## config.mk

```make
export PLATFORM = sky130hd
export DESIGN_NAME = hio_ram_window
export DESIGN_NICKNAME = d
export VERILOG_FILES = /design/src/rtl/hrw_pkg.sv /design/src/rtl/hrw_rst_sync.sv /design/src/rtl/hrw_win_decode.sv /design/src/rtl/hrw_prio_sel.sv /design/src/rtl/hio_ram_window.sv
export SDC_FILE = /design/constraint.sdc
export NUM_CORES = 1
export LEC_CHECK = 0
export BUFFER_PORTS_ARGS = -buffer_cell sky130_fd_sc_hd__buf_4
export CAP_MARGIN = 20
export CELL_PAD_IN_SITES_DETAIL_PLACEMENT = 2
export CELL_PAD_IN_SITES_GLOBAL_PLACEMENT = 2
export CORE_AREA = 4 4 126 98
export CTS_BUF_LIST = sky130_fd_sc_hd__clkbuf_16
export CTS_CLUSTER_SIZE = 30
export DETAILED_ROUTE_END_ITERATION = 10
export DIE_AREA = 0 0 130 102
export PLACE_DENSITY = 0.95
export SLEW_MARGIN = 10
export SYNTH_ARGS = -nofsm -noshare
export SYNTH_HDL_FRONTEND = slang
export SYNTH_HIERARCHICAL = 1
export SYNTH_SLANG_ARGS = --single-unit
```

## constraint.sdc

```tcl
create_clock -name clk -period 1.7 [get_ports clk]
set_clock_uncertainty 0.05 [all_clocks]
set_input_delay 0.17 -clock clk [delete_from_list [all_inputs] [get_ports clk]]
set_output_delay 0.17 -clock clk [all_outputs]
set_load 0.02 [all_outputs]
```

## src/rtl/hrw_pkg.sv

```systemverilog
package hrw_pkg;

  localparam int SZ_W = 3;
  localparam int PR_W = 2;

  typedef enum logic [PR_W-1:0] {
    PROT_NONE = 2'b00,
    PROT_LOW  = 2'b01,
    PROT_HIGH = 2'b10,
    PROT_ALL  = 2'b11
  } prot_e;

  // Returns 1 when the given protection setting covers the half the offset lies in.
  function automatic logic prot_covers(prot_e p, logic upper);
    case (p)
      PROT_NONE: prot_covers = 1'b0;
      PROT_LOW:  prot_covers = ~upper;
      PROT_HIGH: prot_covers = upper;
      default:   prot_covers = 1'b1;
    endcase
  endfunction

endpackage

```

## src/rtl/hrw_rst_sync.sv

```systemverilog
module hrw_rst_sync (
  input  logic clk,
  input  logic rst_n,
  output logic rst_sync_n
);
  logic meta_q;

  always_ff @(posedge clk or negedge rst_n) begin
    if (!rst_n) begin
      meta_q     <= 1'b0;
      rst_sync_n <= 1'b0;
    end else begin
      meta_q     <= 1'b1;
      rst_sync_n <= meta_q;
    end
  end
endmodule

```

## src/rtl/hrw_win_decode.sv

```systemverilog
module hrw_win_decode
  import hrw_pkg::*;
#(
  parameter int HA_W   = 16,
  parameter int RAM_AW = 12,
  localparam int BASE_W = HA_W - 4
) (
  input  logic              en,
  input  logic [HA_W-1:0]   addr,
  input  logic [BASE_W-1:0] base,
  input  logic [SZ_W-1:0]   size_code,
  input  logic [PR_W-1:0]   rprot,
  input  logic [PR_W-1:0]   wprot,
  output logic              hit,
  output logic              rd_blk,
  output logic              wr_blk,
  output logic [RAM_AW-1:0] ram_a
);
  logic [HA_W-1:0] start;
  logic [HA_W-1:0] size_b;
  logic [HA_W:0]   diff;
  logic            upper;

  always_comb begin
    start  = {base, 4'b0000};
    size_b = {{(HA_W-5){1'b0}}, 5'd16} << size_code;
    diff   = {1'b0, addr} - {1'b0, start};
    hit    = en & ~diff[HA_W] & (diff[HA_W-1:0] < size_b);
    upper  = |(diff[HA_W-1:0] & (size_b >> 1));
    rd_blk = prot_covers(prot_e'(rprot), upper);
    wr_blk = prot_covers(prot_e'(wprot), upper);
    ram_a  = start[RAM_AW-1:0] + diff[RAM_AW-1:0];
  end
endmodule

```

## src/rtl/hrw_prio_sel.sv

```systemverilog
module hrw_prio_sel #(
  parameter int NWIN = 2
) (
  input  logic [NWIN-1:0] hits,
  output logic [NWIN-1:0] sel,
  output logic            any
);
  always_comb begin
    sel = '0;
    any = 1'b0;
    for (int w = 0; w < NWIN; w++) begin
      if (hits[w] && !any) begin
        sel[w] = 1'b1;
        any    = 1'b1;
      end
    end
  end
endmodule

```

## src/rtl/hio_ram_window.sv

```systemverilog
module hio_ram_window
  import hrw_pkg::*;
#(
  parameter int NWIN   = 2,
  parameter int HA_W   = 16,
  parameter int RAM_AW = 12,
  parameter int DW     = 8,
  localparam int BASE_W = HA_W - 4
) (
  input  logic                   clk,
  input  logic                   rst_n,
  input  logic                   cfg_map_en,
  input  logic [NWIN-1:0]        cfg_win_en,
  input  logic [NWIN*BASE_W-1:0] cfg_base,
  input  logic [NWIN*SZ_W-1:0]   cfg_size,
  input  logic [NWIN*PR_W-1:0]   cfg_rprot,
  input  logic [NWIN*PR_W-1:0]   cfg_wprot,
  input  logic [HA_W-1:0]        io_addr,
  input  logic                   io_rd,
  input  logic                   io_wr,
  input  logic [DW-1:0]          io_wdata,
  input  logic [DW-1:0]          ram_rdata,
  output logic [RAM_AW-1:0]      ram_addr,
  output logic                   ram_rd,
  output logic                   ram_wr,
  output logic [DW-1:0]          ram_wdata,
  output logic                   host_rvalid,
  output logic [DW-1:0]          host_rdata,
  output logic                   viol
);
  logic rst_sync_n;

  hrw_rst_sync u_rst (.clk(clk), .rst_n(rst_n), .rst_sync_n(rst_sync_n));

  logic [NWIN-1:0]   hits, rblk, wblk, sel;
  logic [RAM_AW-1:0] wa [NWIN];
  logic              any_hit;

  for (genvar w = 0; w < NWIN; w++) begin : g_win
    hrw_win_decode #(.HA_W(HA_W), .RAM_AW(RAM_AW)) u_dec (
      .en        (cfg_map_en & cfg_win_en[w]),
      .addr      (io_addr),
      .base      (cfg_base[w*BASE_W +: BASE_W]),
      .size_code (cfg_size[w*SZ_W +: SZ_W]),
      .rprot     (cfg_rprot[w*PR_W +: PR_W]),
      .wprot     (cfg_wprot[w*PR_W +: PR_W]),
      .hit       (hits[w]),
      .rd_blk    (rblk[w]),
      .wr_blk    (wblk[w]),
      .ram_a     (wa[w])
    );
  end

  hrw_prio_sel #(.NWIN(NWIN)) u_sel (.hits(hits), .sel(sel), .any(any_hit));

  // Next-state logic
  logic              rd_blk_s, wr_blk_s, is_rd, is_wr, acc_en;
  logic [RAM_AW-1:0] addr_s;
  logic              rd_d, wr_d, viol_d, rvalid_d, blk_d;

  always_comb begin
    rd_blk_s = 1'b0;
    wr_blk_s = 1'b0;
    addr_s   = '0;
    for (int w = 0; w < NWIN; w++) begin
      if (sel[w]) begin
        rd_blk_s = rd_blk_s | rblk[w];
        wr_blk_s = wr_blk_s | wblk[w];
        addr_s   = addr_s | wa[w];
      end
    end
    is_rd    = any_hit & io_rd;
    is_wr    = any_hit & io_wr & ~io_rd;
    rd_d     = is_rd & ~rd_blk_s;
    wr_d     = is_wr & ~wr_blk_s;
    viol_d   = (is_rd & rd_blk_s) | (is_wr & wr_blk_s);
    rvalid_d = is_rd;
    blk_d    = is_rd & rd_blk_s;
    acc_en   = is_rd | is_wr;
  end

  // Registers
  logic blk_q;

  always_ff @(posedge clk or negedge rst_sync_n) begin
    if (!rst_sync_n) begin
      ram_rd      <= 1'b0;
      ram_wr      <= 1'b0;
      viol        <= 1'b0;
      host_rvalid <= 1'b0;
      blk_q       <= 1'b0;
    end else begin
      ram_rd      <= rd_d;
      ram_wr      <= wr_d;
      viol        <= viol_d;
      host_rvalid <= rvalid_d;
      blk_q       <= blk_d;
    end
  end

  always_ff @(posedge clk or negedge rst_sync_n) begin
    if (!rst_sync_n) begin
      ram_addr  <= '0;
      ram_wdata <= '0;
    end else if (acc_en) begin
      ram_addr  <= addr_s;
      ram_wdata <= io_wdata;
    end
  end

  assign host_rdata = !host_rvalid ? '0 : (blk_q ? {DW{1'b1}} : ram_rdata);

endmodule

```

==> results of run 1 <==
[through the flow]
| step | TNS (ns) | utilization | setup slack [ns] | area (um2) | hold WS [ns] |
|---|---|---|---|---|---|
| after CTS | -51.75 | 0.554 | -2.14 | 6220 | 0.0722 |
| after floorplan | -43.79 | - | -1.81 | 3790 | -0.176 |
| after detailed placement | -69.60 | 0.498 | -2.83 | 5590 | -0.0941 |
| after global placement | -53.94 | 0.498 | -2.21 | 5590 | -0.0971 |
[logic make-up after synthesis]
logic type / share of synthesized area
flip-flops: 0.182
XOR/XNOR: 0.0660
buffers and inverters: 0.0845
other: 0.00101
AND/OR/NAND/NOR: 0.151
AO/OA/AOI/OAI: 0.223
adder cells (fa/ha/maj): 0.197
multiplexers: 0.0957
[cells in the mapped netlist, types with 3 or more instances]
library cell	n
o21a_1	10
nor3_1	6
inv_1	45
o21ai_0	16
buf_4	13
or2_1	3
nand3_1	10
nor2_1	15
o22ai_1	5
mux2i_1	4
clkbuf_1	4
xnor2_1	24
fa_1	4
mux2_1	5
mux2_2	19
a21oi_1	26
nand2_1	19
dfrtp_1	27
a22o_1	12
a21o_1	8
nand3b_1	7
a2111oi_0	4
xor2_1	4
nand2b_1	6
ha_1	52
nor2b_1	8
nor4b_1	4
[repair_timing]
| action | in CTS |
|---|---|
| hold buffers | 1 |
| resized for setup | 63 |
| hold endpoints to repair | 2 |
| cloned | 3 |
| setup buffers | 24 |
| pin swaps | 28 |
| endpoints found under the setup margin | 25 |
==> results.py, run 1 <==
metrics = {
    "synth": {
        "synth_top_cell_area_share": 0.182,
        "yosysWarnings": 6,
        "synth_cells": 417,
        "ys_ff_latch": 27,
        "ys_seq_area_frac": 0.182,
        "synth_nets": 550,
        "synth_area_leaders": "dfrtp_1 (18%), ha_1 (18%), mux2_2 (5.8%)",
        "async_flop_share": 1.00,
        "ys.flop_type": "dfrtp_1",
        "synth_cell_types": 57,
        "synth_area_leader_cell": "dfrtp_1",
        "synth_edf_count": 0,
        "postSynthAreaPerCell_um2": 8.91,
        "synthesis.area_um2": 3710,
    },
    "floorplan": {
        "row_count": 34,
        "pin_count": 109,
        "start_util": 0.331,
        "die_h_um": 102,
        "die_w_um": 130,
    },
    "placement": {
        "port_buffers": 108,
        "dp.cells": 770,
        "dp_hpwl_um": 16400,
        "gp_congestion": 0.960,
    },
    "clocking": {
        "htreeDepth": 1,
        "numCtsBuffers": 3,
        "root_buffer": "clkbuf_16",
        "cts_sinks": 27,
        "cts_max_path_buffers": 2,
    },
    "outcome": {
        "status": "aborted with a tool error",
        "error": "[ERROR DPL-0033] detailed placement checks failed during check placement.",
        "stop_stage": "global routing (5_1_grt)",
    },
    "global_route": {
        "antenna_found_initial": 2,
        "grt_start_max_net_pins": 26,
    },
    "timing": {
        "worst-ep-kind": "sequential cell input",
        "postGrtWorstEndpoint": "ram_addr[8]$_DFFE_PN0P_/D",
    },
}
==> inputs of run 2 (changes only) <==
--- a/config.mk
+++ b/config.mk
@@ -7,14 +7,10 @@
 export LEC_CHECK = 0
 export BUFFER_PORTS_ARGS = -buffer_cell sky130_fd_sc_hd__buf_4
 export CAP_MARGIN = 20
-export CELL_PAD_IN_SITES_DETAIL_PLACEMENT = 2
-export CELL_PAD_IN_SITES_GLOBAL_PLACEMENT = 2
-export CORE_AREA = 4 4 126 98
-export CTS_BUF_LIST = sky130_fd_sc_hd__clkbuf_16
-export CTS_CLUSTER_SIZE = 30
+export CORE_AREA = 4 4 117 119
 export DETAILED_ROUTE_END_ITERATION = 10
-export DIE_AREA = 0 0 130 102
-export PLACE_DENSITY = 0.95
+export DIE_AREA = 0 0 121 123
+export PLACE_DENSITY_LB_ADDON = 0.15
 export SLEW_MARGIN = 10
 export SYNTH_ARGS = -nofsm -noshare
 export SYNTH_HDL_FRONTEND = slang
==> run 2 against run 1 <==
Compared with the run above: the flow now finishes, with violations (setup timing); area after synthesis is the same; synthesized cell count is the same.
==> results.py, run 2 <==
metrics = {
    "drt": {
        "wl_um": 11800,
        "vias": 3878,
        "wl_per_cell_um": 14.1,
        "vias_per_cell": 4.64,
        "drt_iter0_markers": 163,
        "drcViolationCount": 0,
        "firstDrtPassIters": 4,
        "ant_nets": 0,
    },
    "cells_and_area": {
        "instances_no_fill": 835,
        "syn_to_final_growth_pct": 70.9,
        "largest_reg_flops": 12,
        "fin_nets": 797,
        "seq_area_um2": 676,
        "top_register": "ram_addr",
        "biggestRegsByFlops": "ram_addr (12), ram_wdata (8)",
        "multi_input_area_um2": 3110,
        "antennaDiodeCount": 0,
        "drive_above_1_share": 0.548,
        "final_cell_mix": "buf_4 (254), ha_1 (44), inv_1 (37)",
        "fillers": 1179,
        "final_common_cell": "buf_4",
    },
    "global_route": {
        "grt.met2_usage": 0.278,
        "grt_start_max_net_pins": 26,
        "grt_pass1_wl_um": 18700,
        "use_met3": 0.0128,
        "grt_pass1_vias": 3984,
        "use_met1": 0.201,
        "gr-total-overflow": 0,
        "antenna_found_initial": 0,
        "grt_use_total": 0.153,
        "busiest_layer": "met2",
    },
    "critical_path": {
        "slowest_stage": "fa_2",
        "cp-start-kind": "input port",
        "cpLargestDelayFamily": "simple AND/OR/NAND/NOR gates",
        "critPathRequiredTime_ns": 1.79,
        "slowest_delay_ns": 0.33,
        "timing.critical_path.buf_inv": 5,
        "crit_type": "input port to register",
        "path_cells": "buf_12 > inv_4 > ha_4 > inv_2 > fa_2 > a21o_2 > nand4_1 > nand2_2 > xnor2_2 > inv_2 > ha_4 > nand3_2 > o21ai_2 > a2111oi_2 > nor4b_4 > o221ai_2 > nor3_2 > or2_4 > o21ai_4 > clkbuf_16 > mux2_2",
        "arrival_ns": 3.53,
        "path_max_fanout": 5,
        "endpoint_kind": "register",
    },
    "floorplan": {
        "core_area_um2": 12600,
        "row_count": 41,
        "die_w_um": 121,
        "die_area_um2": 14900,
        "pin_count": 109,
        "start_util": 0.296,
        "die_h_um": 123,
    },
    "synth": {
        "synth_edf_count": 0,
        "ys.flop_type": "dfrtp_1",
        "ys_ff_latch": 27,
        "synth_common_cells": "ha_1 (52), inv_1 (45), dfrtp_1 (27)",
        "yosysWarnings": 6,
        "postSynthAreaPerCell_um2": 8.91,
        "synth_nets": 550,
        "yosys.cell_count.top_type": "ha_1",
        "async_flop_share": 1.00,
        "ys_seq_area_frac": 0.182,
        "synth_cells": 417,
        "synth_area_leaders": "dfrtp_1 (18%), ha_1 (18%), mux2_2 (5.8%)",
        "synth_cell_types": 57,
        "synth_top_cell_area_share": 0.182,
        "synthesis.area_um2": 3710,
        "synth_area_leader_cell": "dfrtp_1",
    },
    "clocking": {
        "clock_latency_ns": 0.25,
        "cts_tree": "yes",
        "root_buffer": "clkbuf_16",
        "numCtsBuffers": 3,
        "clk_pin_slew_ns": 0.07,
        "htreeDepth": 1,
        "cts_max_path_buffers": 2,
        "cts_sinks": 27,
    },
    "hold_path": {
        "hold_class": "input port to register",
    },
    "power_and_ir_drop": {
        "p_leak_nw": 3.18,
        "power.total_mw": 3.73,
        "power_density_nw_per_um2": 588,
        "peakVddDrop_mv": 0.543,
    },
    "placement": {
        "pre_cts_slack_ns": -2.28,
        "gp_congestion": 0.834,
        "dp_hpwl_um": 9660,
        "port_buffers": 108,
        "dp.cells": 800,
    },
    "timing": {
        "finalSetupViolations": 25,
        "rsz0062_at_grt": "true",
        "fin_crit_ns": 3.45,
        "relSlewSlack": 0.598,
        "period_share": 2.03,
        "slew_violations": 0,
        "timing.fmax_ghz": 0.290,
        "setup_slack_ns": -1.75,
        "hold_viol": 0,
        "worst_pin_slew_ns": 0.587,
        "fin_tns_setup_ns": -42.20,
        "holdWs_ns": 0.0959,
    },
    "outcome": {
        "status": "finished, violations left",
        "violations": "setup timing",
    },
    "run": {
        "maxCapViolCount": 0,
    },
}
==> run 2: cell counts after synthesis <==
Identical to the previous run, type by type.
==> run 2: metrics by stage <==
step	utilization	instance area (um2)
2_1_floorplan	-	3790
3_3_place_gp	0.448	5630
3_5_place_dp	0.448	5630
4_1_cts	0.484	6080
5_1_grt	0.505	6350
6_report	0.505	6350
==> run 2: logic make-up (layout without fill, tap and decap cells) <==
kind of cell / Yosys count / after routing / share of synthesized area
other cells: 1 / 1 / 0.00101
mux: 30 / 30 / 0.0957
compound gates: 111 / 111 / 0.223
simple gates: 98 / 98 / 0.151
xor+xnor: 28 / 28 / 0.0660
buf+inv: 66 / 312 / 0.0845
fa+ha+maj: 56 / 56 / 0.197
flops: 27 / 27 / 0.182
==> run 2: final timing paths <==
path / end / from / cells after the start / slack, ns
worst max register to register: ram_addr[9] / ram_addr[9] / 1 / 0.88
min in group asynchronous: ram_wdata[7] / u_rst/rst_sync_n / 1 / 0.17
worst min register to register: ram_wdata[7] / u_rst/rst_sync_n / 1 / 0.17
worst min-delay path: ram_wdata[0] / io_wdata[0] / 2 / 0.1
max in group asynchronous: blk_q / u_rst/rst_sync_n / 1 / 1.18
worst max-delay path: ram_wdata[5] / io_addr[4] / 21 / -1.75
==> run 2: layer usage <==
| layer | share of wire | vias to the layer above |
|---|---|---|
| li1 | - | 1995 |
| met1 | 0.45 | 1757 |
| met2 | 0.48 | 114 |
| met3 | 0.051 | 12 |
| met4 | 0.017 | 0 |
| met5 | 0 | - |
==> run 2: what timing repair did <==
| item | 4_1_cts | 5_1_grt |
|---|---|---|
| resized for setup | 28 | 45 |
| endpoints found under the hold margin | 2 | 0 |
| buffers inserted | 23 | 6 |
| gates cloned | 3 | 1 |
| endpoints found under the setup margin | 25 | 25 |
| pin swaps | 24 | 37 |
| hold buffers | 1 | 0 |
==> run 2: layout make-up <==
class	count	area share
timing repair buffer	263	0.327
multi-input combinational	324	0.490
tap	172	0.0339
inverter	45	0.0294
clock buffer	3	0.0118
sequential	27	0.106
clock inverter	1	0.00118
==> run 2: where the power goes <==
part	leakage [nW]	internal (mW)	switching, mW	total, mW
Clock	0.0371	0.319	0.202	0.521
Sequential	0.371	0.686	0.0207	0.707
Combinational	2.77	1.39	1.12	2.51
Total	3.18	2.39	1.34	3.73
Power figures use the tool's default switching activity.
